File: config.mk
export PLATFORM = sky130hd
export DESIGN_NAME = swstyle_ctrl
export DESIGN_NICKNAME = d
export VERILOG_FILES = /design/src/rtl/swstyle_pkg.sv /design/src/rtl/swstyle_regs.sv /design/src/rtl/swstyle_addr.sv /design/src/rtl/swstyle_perr.sv /design/src/rtl/swstyle_ctrl.sv
export SDC_FILE = /design/constraint.sdc
export NUM_CORES = 1
export LEC_CHECK = 0
export CAP_MARGIN = 30
export CORE_AREA = 2 2 58 60
export DETAILED_ROUTE_END_ITERATION = 7
export DIE_AREA = 0 0 60 62
export DONT_BUFFER_PORTS = 1
export GPL_TIMING_DRIVEN = 0
export PLACE_DENSITY_LB_ADDON = 0.15
export SLEW_MARGIN = 20
export SYNTH_ARGS = -nofsm -noshare
export SYNTH_HDL_FRONTEND = slang
export SYNTH_SLANG_ARGS = --single-unit
File: constraint.sdc
create_clock -name clk -period 2.2 [get_ports clk]
set_clock_uncertainty 0.05 [all_clocks]
set_input_delay 0.44 -clock clk [delete_from_list [all_inputs] [get_ports clk]]
set_output_delay 0.44 -clock clk [all_outputs]
set_load 0.02 [all_outputs]
File: src/rtl/swstyle_pkg.sv
package swstyle_pkg;
  localparam int STYLE_W  = 8;
  localparam int WIDE_BIT = 8;
  localparam int PEN_BIT  = 10;

  function automatic logic style_is_wide(input logic [STYLE_W-1:0] code);
    return (code == STYLE_W'(2)) || (code == STYLE_W'(3));
  endfunction
endpackage

File: src/rtl/swstyle_regs.sv
module swstyle_regs
  import swstyle_pkg::*;
#(
  parameter int DATA_W = 32
) (
  input  logic               clk,
  input  logic               rst_n,
  input  logic               wr_en,
  input  logic [DATA_W-1:0]  wdata,
  input  logic               stop_st,
  input  logic               spnd_st,
  output logic [STYLE_W-1:0] style_q,
  output logic               pen_q,
  output logic               wide
);
  logic pen_gate;
  assign pen_gate = stop_st | spnd_st;

  always_ff @(posedge clk or negedge rst_n) begin
    if (!rst_n) begin
      style_q <= '0;
      pen_q   <= 1'b0;
    end else if (wr_en) begin
      style_q <= wdata[STYLE_W-1:0];
      if (pen_gate) pen_q <= wdata[PEN_BIT];
    end
  end

  assign wide = style_is_wide(style_q);

  AST_STYLE_LOAD: assert property (@(posedge clk) disable iff (!rst_n)
    wr_en |=> style_q == $past(wdata[STYLE_W-1:0]));
  AST_PEN_LOCKED: assert property (@(posedge clk) disable iff (!rst_n)
    (!stop_st && !spnd_st) |=> $stable(pen_q));
endmodule

File: src/rtl/swstyle_addr.sv
module swstyle_addr #(
  parameter int ADDR_W = 32,
  parameter int LOW_W  = 24
) (
  input  logic                    clk,
  input  logic                    rst_n,
  input  logic                    wide,
  input  logic                    ptr_valid,
  output logic                    ptr_ready,
  input  logic [ADDR_W-1:0]       ptr_data,
  input  logic [ADDR_W-LOW_W-1:0] upper_byte,
  output logic                    addr_valid,
  input  logic                    addr_ready,
  output logic [ADDR_W-1:0]       addr_data
);
  localparam int HI_W = ADDR_W - LOW_W;

  assign addr_valid = ptr_valid;
  assign ptr_ready  = addr_ready;
  assign addr_data[LOW_W-1:0] = ptr_data[LOW_W-1:0];

  generate
    if (HI_W > 0) begin : g_upper
      assign addr_data[ADDR_W-1:LOW_W] = wide ? ptr_data[ADDR_W-1:LOW_W] : upper_byte;
    end
  endgenerate

  AST_NARROW_UPPER: assert property (@(posedge clk) disable iff (!rst_n)
    !wide |-> addr_data[ADDR_W-1:LOW_W] == upper_byte);
  AST_WIDE_PASS: assert property (@(posedge clk) disable iff (!rst_n)
    wide |-> addr_data == ptr_data);
endmodule

File: src/rtl/swstyle_perr.sv
module swstyle_perr (
  input  logic clk,
  input  logic rst_n,
  input  logic perr_strobe,
  input  logic perr_master,
  input  logic pen,
  input  logic wide,
  output logic desc_perr
);
  always_ff @(posedge clk or negedge rst_n) begin
    if (!rst_n) desc_perr <= 1'b0;
    else        desc_perr <= perr_strobe & perr_master & pen & wide;
  end

  AST_PERR_CAUSE: assert property (@(posedge clk) disable iff (!rst_n)
    desc_perr |-> $past(perr_strobe && perr_master && pen && wide));
  AST_PERR_TARGET: assert property (@(posedge clk) disable iff (!rst_n)
    !perr_master |=> !desc_perr);
endmodule

File: src/rtl/swstyle_ctrl.sv
module swstyle_ctrl
  import swstyle_pkg::*;
#(
  parameter int DATA_W = 32,
  parameter int ADDR_W = 32,
  parameter int LOW_W  = 24
) (
  input  logic                    clk,
  input  logic                    rst_n,
  input  logic                    soft_rst,
  input  logic                    stop_st,
  input  logic                    spnd_st,
  input  logic                    reg_wr,
  input  logic [DATA_W-1:0]       reg_wdata,
  output logic [DATA_W-1:0]       reg_rdata,
  input  logic                    ptr_valid,
  output logic                    ptr_ready,
  input  logic [ADDR_W-1:0]       ptr_data,
  input  logic [ADDR_W-LOW_W-1:0] upper_byte,
  output logic                    addr_valid,
  input  logic                    addr_ready,
  output logic [ADDR_W-1:0]       addr_data,
  input  logic                    perr_strobe,
  input  logic                    perr_master,
  output logic                    desc_perr
);
  logic [STYLE_W-1:0] style_q;
  logic               pen_q;
  logic               wide;

  swstyle_regs #(.DATA_W(DATA_W)) u_regs (
    .clk(clk), .rst_n(rst_n), .wr_en(reg_wr), .wdata(reg_wdata),
    .stop_st(stop_st), .spnd_st(spnd_st),
    .style_q(style_q), .pen_q(pen_q), .wide(wide)
  );

  swstyle_addr #(.ADDR_W(ADDR_W), .LOW_W(LOW_W)) u_addr (
    .clk(clk), .rst_n(rst_n), .wide(wide),
    .ptr_valid(ptr_valid), .ptr_ready(ptr_ready), .ptr_data(ptr_data),
    .upper_byte(upper_byte), .addr_valid(addr_valid),
    .addr_ready(addr_ready), .addr_data(addr_data)
  );

  swstyle_perr u_perr (
    .clk(clk), .rst_n(rst_n), .perr_strobe(perr_strobe),
    .perr_master(perr_master), .pen(pen_q), .wide(wide),
    .desc_perr(desc_perr)
  );

  always_comb begin
    reg_rdata = '0;
    reg_rdata[STYLE_W-1:0] = style_q;
    reg_rdata[WIDE_BIT]    = wide;
    reg_rdata[PEN_BIT]     = pen_q;
  end

  AST_SOFT_HOLD: assert property (@(posedge clk) disable iff (!rst_n)
    ((soft_rst || stop_st) && !reg_wr) |=> $stable(reg_rdata));
  AST_STREAM_TIE: assert property (@(posedge clk) disable iff (!rst_n)
    (addr_valid == ptr_valid) && (ptr_ready == addr_ready));
endmodule

==> results.sh, run 1 <==
export IMPL_outcome="complete, no violations"
export IMPL_drv_cap=0
export IMPL_crit_arrival_ns=1.68
export IMPL_cts_buffers=3
export IMPL_p_leak_nw=0.5784
export IMPL_slew_violations=0
export IMPL_nNetsFinal=199
export IMPL_path_max_fanout=5
export IMPL_clk_pin_slew_ns=0.06
export IMPL_avgSynthCellArea_sq_um=10.11
export IMPL_endpoint_kind="output pin"
export IMPL_dpl_cell_count=153
export IMPL_portBuffers=0
export IMPL_finalHoldViolations=0
export IMPL_h_tree_depth=1
export IMPL_multi_input_area_sq_um=357.8
export IMPL_min_path_cells=2
export IMPL_vdd_ir_drop_worst_mv=0.3304
export IMPL_yosys_warnings=0
export IMPL_syn_area_sq_um=869.6
export IMPL_min_period_ns=2.175
export IMPL_fmax_mhz=459.8
export IMPL_die_area_sq_um=3720
export IMPL_hold_slack_ns=0.2516
export IMPL_cts_buffer_depth=2
export IMPL_fin_area_sq_um=1107
export IMPL_viasPerCell=3.696
export IMPL_r2r_end="u_perr.desc_perr"
export IMPL_overflow=0
export IMPL_seq_area_frac_synth_pct=28.78
export IMPL_start_util_pct=27.35
export IMPL_die_w_microns=60
export IMPL_hold_class="in -> reg"
export IMPL_area_delta_synth_final_pct=27.34
export IMPL_crit_type="reg -> out"
export IMPL_worst_slack_ns=0.02533
export IMPL_antenna_cells=0
export IMPL_wire_per_inst_microns=12.27
export IMPL_worst_endpoint_required_ns=1.71
export IMPL_layout_cells_non_filler=161
export IMPL_postRouteAntennaNets=0
export IMPL_drive_gt1_share_pct=69.57
export IMPL_reg2reg_depth=5
export IMPL_setup_violations_final=0
export IMPL_r2r_start="u_regs.style_q[4]"
export IMPL_synth_seq_cells=10
export IMPL_dpl_cell_area_sq_um=1006
export IMPL_regArea_sq_um=252.7
export IMPL_min_from="perr_master"
export IMPL_finalCritPeriodShare_pct=98.85
export IMPL_root_buffer="clkbuf_4"
export IMPL_num_rows=21
export IMPL_total_power_w=0.0005657
export IMPL_grt_pass1_wl_microns=2304
export IMPL_grt_pass1_vias=469
export IMPL_p_per_area_nw_per_um2=510.9
export IMPL_first_iter_violations=2
export IMPL_fillers=326
export IMPL_core_sq_um=3179
export IMPL_regToRegSetupSlack_ns=0.79
export IMPL_die_y_microns=62
export IMPL_drc=0
export IMPL_hold_end="u_perr.desc_perr"
export IMPL_cp_start_kind="flip-flop"
export IMPL_rsz0062_at_grt="yes"
export IMPL_syn_inst=86
export IMPL_antenna_found_initial=0
export IMPL_grt_total_usage_pct=8.720
export IMPL_drtPass1Iterations=2
export IMPL_clock_sinks=10
export IMPL_cts_tree="done"
export IMPL_num_vias=595
export IMPL_finalWeightedCongestion=0.6095
export IMPL_clock_latency_ns=0.25
export IMPL_ioPinCount=149
export IMPL_grt_max_degree=11
export IMPL_dpl_worst_slack_ns=0.1901
export IMPL_wl_microns=1975
export IMPL_synth_distinct_cells=11
power by group:
part           switching, W  internal (W)  leakage, nW
combinational      0.000114     0.0000912        0.447
clock             0.0000539     0.0000627       0.0138
sequential        0.0000422      0.000202        0.117
total              0.000210      0.000356        0.578
layer usage:
| layer | track usage, % | routed length (microns) | vias to the layer above |
|---|---|---|---|
| met3 | 2.070 | 271 | 2 |
| li1 | - | - | 270 |
| met4 | 5.714 | 8 | 0 |
| met5 | 0 | 0 | - |
| met2 | 13.98 | 1018 | 67 |
| met1 | 10.47 | 676 | 256 |
Yosys cell counts:
cell type   n  share of area (%)
buf_4      50                 43
nand3_2     1                1.2
nor2_1      2               0.86
mux2_2     17                 22
conb_1      1               0.43
nor4_2      1                1.4
dfrtp_1    10                 29
buf_2       1               0.57
nand3_1     1               0.57
o21ai_0     1               0.57
inv_1       1               0.43
timing repair:
action / CTS / global route
hold endpoints to repair: 10 / 0
setup buffers: 2 / 1
endpoints found under the setup margin: 8 / 9
pin swaps: 2 / 1
resized for setup: 4 / 5
hold buffers: 1 / 0
cloned: 1 / 0
worst max-delay path by stage:
stage                     slack [ns]             to               from
final                           0.03  addr_data[26]  u_regs.style_q[4]
after global routing           -0.01  addr_data[26]  u_regs.style_q[4]
after CTS                      -0.07  addr_data[26]  u_regs.style_q[2]
after detailed placement        0.19  addr_data[26]  u_regs.style_q[5]
after global placement          0.20  addr_data[26]  u_regs.style_q[5]
after floorplan                 0.35  addr_data[24]  u_regs.style_q[5]
area by class of cell:
type	count	area share (%)
Timing Repair Buffer	4	2.938
Multi-Input combinational cell	46	32.32
Tap cell	46	5.198
Inverter	1	0.3390
Sequential cell	10	22.82
Buffer	51	34.35
Clock buffer	3	2.034
placed cells by master (no fill, tap or decap):
master	n
nand3_1	1
buf_4	53
o21ai_0	1
mux2_4	2
nor4_4	1
clkbuf_4	3
conb_1	22
dlygate4sd3_1	1
nor2_1	1
mux2_2	15
dfrtp_2	2
nand3_4	2
inv_1	1
dfrtp_1	8
buf_2	1
nor2_2	1
flip-flops by register name, summed over array words and instances (netlist names):
register and cells:
u_perr.desc_perr 1, u_regs.style_q 8, u_regs.pen_q 1
cells by family (layout without fill, tap and decap cells):
logic type	Yosys count	after routing	share of synthesized area (%)
buffers and inverters	52	59	44.17
multiplexers	17	17	22.01
flip-flops	10	10	28.78
AND/OR/NAND/NOR	5	6	4.028
other	1	22	0.4312
AO/OA/AOI/OAI	1	1	0.5750
worst max-delay path, cell delays in order (launching register included):
cell	delay, ns
dfrtp_2	0.47
nor4_4	0.27
buf_4	0.18
nand3_4	0.12
mux2_2	0.38
metrics by stage:
step	utilization [%]	TNS, ns
2_1_floorplan	-	0
3_3_place_gp	31.64	0
3_5_place_dp	31.64	0
4_1_cts	33.81	-0.3966
5_1_grt	34.83	-0.05691
6_report	34.83	0
Power figures use the tool's default switching activity.
==> inputs of run 2 (changes only) <==
--- a/config.mk
+++ b/config.mk
@@ -7,6 +7,7 @@
 export LEC_CHECK = 0
 export CAP_MARGIN = 30
 export CORE_AREA = 2 2 58 60
+export CTS_CLUSTER_SIZE = 28
 export DETAILED_ROUTE_END_ITERATION = 7
 export DIE_AREA = 0 0 60 62
 export DONT_BUFFER_PORTS = 1
==> results of run 2 <==
No change in the layout: final DEF, timing and power equal those of run 1.
